==> src/rtl/symfir_pkg.sv <==
package symfir_pkg;
  parameter int unsigned SF_DATA_W    = 10;
  parameter int unsigned SF_COEF_W    = 10;
  parameter int unsigned SF_TAPS      = 8;
  parameter int unsigned SF_ACC_GUARD = 4;

  // Per-sample control that travels beside the data path.
  typedef struct packed {
    logic vld;
    logic acc;
  } sf_tag_t;

  function automatic int unsigned sf_idx_w(input int unsigned n);
    return (n > 1) ? $clog2(n) : 1;
  endfunction
endpackage

==> src/rtl/symfir_coef_bank.sv <==
module symfir_coef_bank
  import symfir_pkg::*;
#(
  parameter int unsigned HALF   = 4,
  parameter int unsigned COEF_W = 10,
  localparam int unsigned IDX_W = sf_idx_w(HALF)
) (
  input  logic                          clk,
  input  logic                          rst_n,
  input  logic                          wr_en,
  input  logic [IDX_W-1:0]              wr_idx,
  input  logic [COEF_W-1:0]             wr_val,
  output logic [HALF-1:0][COEF_W-1:0]   coef_o
);
  logic [HALF-1:0][COEF_W-1:0] bank_q;
  logic [HALF-1:0][COEF_W-1:0] bank_d;
  logic [HALF-1:0]             sel;

  for (genvar k = 0; k < HALF; k++) begin : g_entry
    always_comb begin
      sel[k]    = wr_en && (wr_idx == IDX_W'(k));
      bank_d[k] = sel[k] ? wr_val : bank_q[k];
    end

    always_ff @(posedge clk or negedge rst_n) begin
      if (!rst_n) bank_q[k] <= '0;
      else        bank_q[k] <= bank_d[k];
    end
  end

  assign coef_o = bank_q;

  // a write lands in the addressed entry
  a_r5_coef_write: assert property (@(posedge clk) disable iff (!rst_n)
    wr_en |=> bank_q[$past(wr_idx)] == $past(wr_val));
endmodule

==> src/rtl/symfir_window.sv <==
module symfir_window
  import symfir_pkg::*;
#(
  parameter int unsigned TAPS   = 8,
  parameter int unsigned DATA_W = 10,
  localparam int unsigned FILL_W = $clog2(TAPS + 1)
) (
  input  logic                          clk,
  input  logic                          rst_n,
  input  logic                          smp_vld,
  input  logic [DATA_W-1:0]             smp,
  input  logic                          acc_in,
  output logic [TAPS-1:0][DATA_W-1:0]   win_o,
  output sf_tag_t                       tag_o
);
  logic [TAPS-1:0][DATA_W-1:0] win_q, win_d;
  logic [FILL_W-1:0]           fill_q, fill_d;
  sf_tag_t                     tag_q, tag_d;
  logic                        full_now;

  always_comb begin
    full_now  = (fill_q >= FILL_W'(TAPS - 1));
    win_d     = smp_vld ? {win_q[TAPS-2:0], smp} : win_q;
    fill_d    = (smp_vld && (fill_q != FILL_W'(TAPS))) ? fill_q + 1'b1 : fill_q;
    tag_d.vld = smp_vld && full_now;
    tag_d.acc = smp_vld && acc_in;
  end

  always_ff @(posedge clk or negedge rst_n) begin
    if (!rst_n) begin
      win_q  <= '0;
      fill_q <= '0;
      tag_q  <= '0;
    end else begin
      win_q  <= win_d;
      fill_q <= fill_d;
      tag_q  <= tag_d;
    end
  end

  assign win_o = win_q;
  assign tag_o = tag_q;

  // an accepted sample becomes the newest window entry
  a_r8_newest: assert property (@(posedge clk) disable iff (!rst_n)
    smp_vld |=> win_q[0] == $past(smp));
  // idle cycles leave the window untouched
  a_r4_freeze: assert property (@(posedge clk) disable iff (!rst_n)
    !smp_vld |=> $stable(win_q));
  // a window is released only when it is full
  a_r3_full: assert property (@(posedge clk) disable iff (!rst_n)
    tag_q.vld |-> fill_q == FILL_W'(TAPS));
endmodule

==> src/rtl/symfir_fold_mac.sv <==
module symfir_fold_mac
  import symfir_pkg::*;
#(
  parameter int unsigned TAPS   = 8,
  parameter int unsigned DATA_W = 10,
  parameter int unsigned COEF_W = 10,
  parameter int unsigned GUARD  = 4,
  localparam int unsigned HALF   = TAPS / 2,
  localparam int unsigned PRE_W  = DATA_W + 1,
  localparam int unsigned PROD_W = PRE_W + COEF_W,
  localparam int unsigned SUM_W  = PROD_W + sf_idx_w(HALF),
  localparam int unsigned OUT_W  = SUM_W + GUARD
) (
  input  logic                          clk,
  input  logic                          rst_n,
  input  logic [TAPS-1:0][DATA_W-1:0]   win,
  input  sf_tag_t                       tag_in,
  input  logic [HALF-1:0][COEF_W-1:0]   coef,
  output logic                          res_vld,
  output logic signed [OUT_W-1:0]       res
);
  logic signed [PRE_W-1:0]  pre_d  [HALF];
  logic signed [PRE_W-1:0]  pre_q  [HALF];
  logic signed [PROD_W-1:0] prod_d [HALF];
  logic signed [PROD_W-1:0] prod_q [HALF];
  logic signed [SUM_W-1:0]  sum_d;
  logic signed [OUT_W-1:0]  res_q, res_d;
  sf_tag_t                  tag1_q, tag2_q;
  logic                     vld_q;

  // Stage 1: fold mirrored samples; stage 2: multiply each fold
  for (genvar k = 0; k < HALF; k++) begin : g_fold
    always_comb begin
      pre_d[k]  = PRE_W'($signed(win[k])) + PRE_W'($signed(win[TAPS-1-k]));
      prod_d[k] = pre_q[k] * $signed(coef[k]);
    end

    always_ff @(posedge clk or negedge rst_n) begin
      if (!rst_n) begin
        pre_q[k]  <= '0;
        prod_q[k] <= '0;
      end else begin
        if (tag_in.vld) pre_q[k]  <= pre_d[k];
        if (tag1_q.vld) prod_q[k] <= prod_d[k];
      end
    end
  end

  // Stage 3: adder tree and optional accumulation
  always_comb begin
    sum_d = '0;
    for (int k = 0; k < HALF; k++) sum_d = sum_d + SUM_W'(prod_q[k]);
    res_d = tag2_q.acc ? res_q + OUT_W'(sum_d) : OUT_W'(sum_d);
  end

  always_ff @(posedge clk or negedge rst_n) begin
    if (!rst_n) begin
      tag1_q <= '0;
      tag2_q <= '0;
      vld_q  <= 1'b0;
      res_q  <= '0;
    end else begin
      tag1_q <= tag_in;
      tag2_q <= tag1_q;
      vld_q  <= tag2_q.vld;
      if (tag2_q.vld) res_q <= res_d;
    end
  end

  assign res_vld = vld_q;
  assign res     = res_q;

  // without the flag the result is one sample's sum only
  a_r6_single: assert property (@(posedge clk) disable iff (!rst_n)
    (tag2_q.vld && !tag2_q.acc) |=> res_q == OUT_W'($past(sum_d)));
  // with the flag the sum adds onto the previous result
  a_r6_accum: assert property (@(posedge clk) disable iff (!rst_n)
    (tag2_q.vld && tag2_q.acc) |=> res_q == $past(res_q) + OUT_W'($past(sum_d)));
  // the result holds whenever no new result is due
  a_r4_hold: assert property (@(posedge clk) disable iff (!rst_n)
    !tag2_q.vld |=> $stable(res_q));
  // fixed three-stage latency from released window
  a_r3_latency: assert property (@(posedge clk) disable iff (!rst_n)
    vld_q |-> $past(tag_in.vld, 3));
endmodule

==> src/rtl/symfir_fold8.sv <==
module symfir_fold8
  import symfir_pkg::*;
#(
  parameter int unsigned DATA_W = SF_DATA_W,
  parameter int unsigned COEF_W = SF_COEF_W,
  parameter int unsigned TAPS   = SF_TAPS,
  parameter int unsigned GUARD  = SF_ACC_GUARD,
  localparam int unsigned HALF  = TAPS / 2,
  localparam int unsigned IDX_W = sf_idx_w(HALF),
  localparam int unsigned OUT_W = DATA_W + 1 + COEF_W + sf_idx_w(HALF) + GUARD
) (
  input  logic                     clk,
  input  logic                     rst_n,
  input  logic                     smp_valid,
  input  logic [DATA_W-1:0]        smp_data,
  input  logic                     smp_accum,
  input  logic                     cf_we,
  input  logic [IDX_W-1:0]         cf_idx,
  input  logic [COEF_W-1:0]        cf_data,
  output logic                     res_valid,
  output logic signed [OUT_W-1:0]  res_data
);
  logic [1:0]                   rst_sync_q;
  logic                         rst_int_n;
  logic [HALF-1:0][COEF_W-1:0]  coef;
  logic [TAPS-1:0][DATA_W-1:0]  win;
  sf_tag_t                      win_tag;

  always_ff @(posedge clk or negedge rst_n) begin
    if (!rst_n) rst_sync_q <= 2'b00;
    else        rst_sync_q <= {rst_sync_q[0], 1'b1};
  end
  assign rst_int_n = rst_sync_q[1];

  symfir_coef_bank #(.HALF(HALF), .COEF_W(COEF_W)) u_coef (
    .clk(clk), .rst_n(rst_int_n), .wr_en(cf_we), .wr_idx(cf_idx),
    .wr_val(cf_data), .coef_o(coef)
  );

  symfir_window #(.TAPS(TAPS), .DATA_W(DATA_W)) u_win (
    .clk(clk), .rst_n(rst_int_n), .smp_vld(smp_valid), .smp(smp_data),
    .acc_in(smp_accum), .win_o(win), .tag_o(win_tag)
  );

  symfir_fold_mac #(.TAPS(TAPS), .DATA_W(DATA_W), .COEF_W(COEF_W), .GUARD(GUARD)) u_mac (
    .clk(clk), .rst_n(rst_int_n), .win(win), .tag_in(win_tag), .coef(coef),
    .res_vld(res_valid), .res(res_data)
  );

  // nothing is reported while the core is held in reset
  a_r1_quiet_reset: assert property (@(posedge clk)
    !rst_int_n |-> (!res_valid && res_data == '0));
endmodule

==> config.mk <==
export PLATFORM = sky130hd
export DESIGN_NAME = symfir_fold8
export DESIGN_NICKNAME = d
export VERILOG_FILES = /design/src/rtl/symfir_pkg.sv /design/src/rtl/symfir_coef_bank.sv /design/src/rtl/symfir_window.sv /design/src/rtl/symfir_fold_mac.sv /design/src/rtl/symfir_fold8.sv
export SDC_FILE = /design/constraint.sdc
export NUM_CORES = 2
export LEC_CHECK = 0
export BUFFER_PORTS_ARGS = -buffer_cell sky130_fd_sc_hd__buf_4
export CAP_MARGIN = 0
export CORE_MARGIN = 2
export CORE_UTILIZATION = 53
export DETAILED_ROUTE_END_ITERATION = 7
export PLACE_DENSITY = 0.8
export SLEW_MARGIN = 20
export SYNTH_ARGS = -nofsm -noshare
export SYNTH_HDL_FRONTEND = slang
export SYNTH_SLANG_ARGS = --single-unit
==> constraint.sdc <==
create_clock -name clk -period 9.5 [get_ports clk]
set_clock_uncertainty 0.05 [all_clocks]
set_input_delay 1.425 -clock clk [delete_from_list [all_inputs] [get_ports clk]]
set_output_delay 1.425 -clock clk [all_outputs]
set_load 0.05 [all_outputs]
==> qor.txt <==
largest family of logic cells by synthesized area: adder cells
Synth Register Bits: 288
io pins: 55
Post-synth ARST share: 100.0%
worst setup path category: reg2reg
Total Neg Setup Slack: 0 ns
GRT overflow: 0
Finish-stage setup viols: 0
RSZ-0062 raised after global routing: no
pins over their slew limit: 0
vias in the first global route: 23,636
Yosys warning total: 0
Worst Hold Class: reg2reg
first-pass GRT wire length: 122.2 mm
largest net degree at the start of global routing: 164
PostCTS Resize Cnt: 0
worst slew pin tran: 1.103 ns
commonest non-fill, non-tap cell in the layout: inv_1
most frequent cells in the layout: inv_1 (674), fa_1 (444), nand2_1 (305), ha_1 (296), dfrtp_1 (285)
detailed-route DRC error count: 0
pre-CTS setup slack: 3.850 ns
# fillers: 5,160
DR vias: 23,176
period utilization: 59.82%
simple logic cell fraction of the synthesized area: 12.15%
Final Hold Vio Count: 0
DR pass1 iterations: 6
area occupied by multi-input gates: 0.02249 mm^2
initial antenna violation count: 3
PortBufs: 54
status: finished, final reports clean
EDFF count, synth: 0
maxcap violations: 0
DRT Wirelength: 73.48 mm
Initial Util: 53.34%
Area Overhead vs Synth: 6.670%
Netlist cell types: 78
ranking of synthesized cells by area: fa_1 (27%), dfrtp_1 (22%), ha_1 (11%), inv_1 (7.7%), mux2_2 (4.6%)
sequential cell area: 0.007216 mm^2
die area: 0.06377 mm^2
Worst EP required: 9.87 ns
Post-CTS Repair Setup Buffers: 0
Synth area leader: fa_1
# clock sinks: 288
fraction of the mapped netlist area in adder cells: 38.47%
Die W: 252.5 um
Final #Nets: 4,139
Tmin final: 5.683 ns
die height: 252.5 um
Synth Area in Compound Gates: 9.208%
TritonCTS clock tree: yes
top cell type's share of synthesized area: 27.15%
CTS max path bufs: 3
Placed Area: 0.03372 mm^2
cell count after synthesis: 3,404
DRT iter0 DRCs: 1,589
fmax: 176.0 MHz
CTS root buf: clkbuf_16
multiplexer share of the synthesized area: 5.256%
hold buffers post-CTS: 0
row cnt: 91
syn_area_per_cell: 9.617 um^2
total CTS buffers: 36
xor/xnor cell area share of the yosys netlist: 3.585%
fraction of layout cells with a size suffix above 1: 8.299%
Seq/Total Area, Yosys: 22.02%
max_slew headroom: 26.17%
Final ANT Viol Nets: 0
H-tree depth: 2
worst setup margin: 3.817 ns
Final Wtd Congestion: 0.9035
clk_lat worst skew: 0.56 ns
crit path DAT: 6.05 ns
syn nets: 4,171
GRT Total Usage: 23.94%
HPWL Detailed: 58.43 mm
CP Launch Type: flop
CP endpoint kind: flop
clock slew at reported path FFs: 0.06 ns
DR WL/cell: 17.54 um
ys flop type: dfrtp_1
post-synthesis cell area: 0.03274 mm^2
Core Region: 0.06137 mm^2
crit-path max FO: 7
post-route cell area: 0.03492 mm^2
number of vias per cell: 5.531
-- final cells by class --
class / count / share of cell area (%)
timing repair buffer: 63 / 1.390
clock inverter: 14 / 0.5088
sequential: 288 / 20.66
tap: 790 / 2.831
clock buffer: 50 / 2.902
inverter: 676 / 7.288
multi-input combinational: 2307 / 64.40
antenna: 2 / 0.01433
-- cell families after synthesis --
group,count (synthesis)
and+or+nand+nor,804
AOI/OAI and AO/OA,473
other,1
buffers and inverters,809
xor gates and xnor gates,134
muxes,155
adders and majority gates,740
DFF,288
-- state kept, by name, indices dropped and copies added, names as in the netlist --
| signal | cells |
|---|---|
| u_mac.res_vld | 1 |
| u_mac.res | 27 |
| u_coef.coef_o | 40 |
| rst_sync_q | 2 |
| u_mac.tag2_q | 2 |
| u_mac.prod_q | 84 |
| u_win.fill_q | 4 |
| u_mac.pre_q | 44 |
| u_win.win_o | 80 |
| u_mac.tag1_q | 2 |
| u_win.tag_o | 2 |
-- layer usage --
| layer | vias up | share of wire, % | track usage, % |
|---|---|---|---|
| li1 | 10712 | - | - |
| met1 | 11631 | 43 | 32.87 |
| met2 | 687 | 47 | 38.81 |
| met3 | 142 | 5.7 | 3.429 |
| met4 | 4 | 3.9 | 8.757 |
| met5 | - | 0.037 | 0 |
-- cells in the mapped netlist, types with 10 or more instances --
| library cell | number |
|---|---|
| a211oi_1 | 16 |
| a21o_1 | 44 |
| a21oi_1 | 135 |
| a31oi_1 | 23 |
| and2_1 | 219 |
| and3_1 | 15 |
| buf_1 | 18 |
| clkbuf_1 | 114 |
| dfrtp_1 | 288 |
| fa_1 | 444 |
| ha_1 | 296 |
| inv_1 | 674 |
| mux2_2 | 135 |
| mux2i_1 | 20 |
| nand2_1 | 305 |
| nand2b_1 | 24 |
| nand3_1 | 32 |
| nor2_1 | 100 |
| nor2b_1 | 23 |
| nor3_1 | 35 |
| o2111ai_1 | 10 |
| o21a_1 | 11 |
| o21ai_0 | 110 |
| o21ai_1 | 14 |
| o21bai_1 | 21 |
| or3_1 | 11 |
| xnor2_1 | 100 |
| xor2_1 | 34 |
-- through the flow --
step / utilization (%) / std cells / hold slack [ns]
2_1_floorplan: - / 3404 / 0.2812
3_3_place_gp: 54.95 / 4124 / 0.2833
3_5_place_dp: 54.95 / 4124 / 0.2865
4_1_cts: 56.89 / 4188 / 0.3014
5_1_grt: 56.89 / 4189 / 0.3218
6_report: 56.90 / 4190 / 0.2988
-- worst paths after layout --
path | start | endpoint | slack [ns] | depth (start not counted)
setup / recovery | u_mac.prod_q[22] | u_mac.res[22] | 3.82 | 23
hold / removal | rst_sync_q[0] | rst_sync_q[1] | 0.30 | 0
setup reg to reg | u_mac.prod_q[22] | u_mac.res[22] | 3.82 | 23
hold reg to reg | rst_sync_q[0] | rst_sync_q[1] | 0.30 | 0
max in group asynchronous | rst_sync_q[1] | u_mac.tag1_q[1] | 7.51 | 1
min in group asynchronous | rst_sync_q[1] | u_coef.coef_o[39] | 0.40 | 0
-- worst max-delay path, stage by stage, from the launching register on --
cell and delay [ns]:
dfrtp_1 0.36, inv_1 0.10, fa_1 0.44, fa_1 0.49, inv_1 0.04, ha_1 0.22
fa_1 0.46, a21o_1 0.20, a211oi_1 0.39, o311ai_1 0.23, nand3_1 0.17, nand3b_1 0.11
a21oi_1 0.19, xnor2_1 0.16, ha_1 0.33, a21o_1 0.20, a21o_1 0.18, a31o_2 0.24
a21oi_1 0.13, o21ai_1 0.14, a21o_1 0.20, a211o_1 0.29, a31oi_1 0.17, a21oi_1 0.08
Power is not shown: default switching activity piles up to over one toggle a cycle in this logic, so the estimate is an artifact.
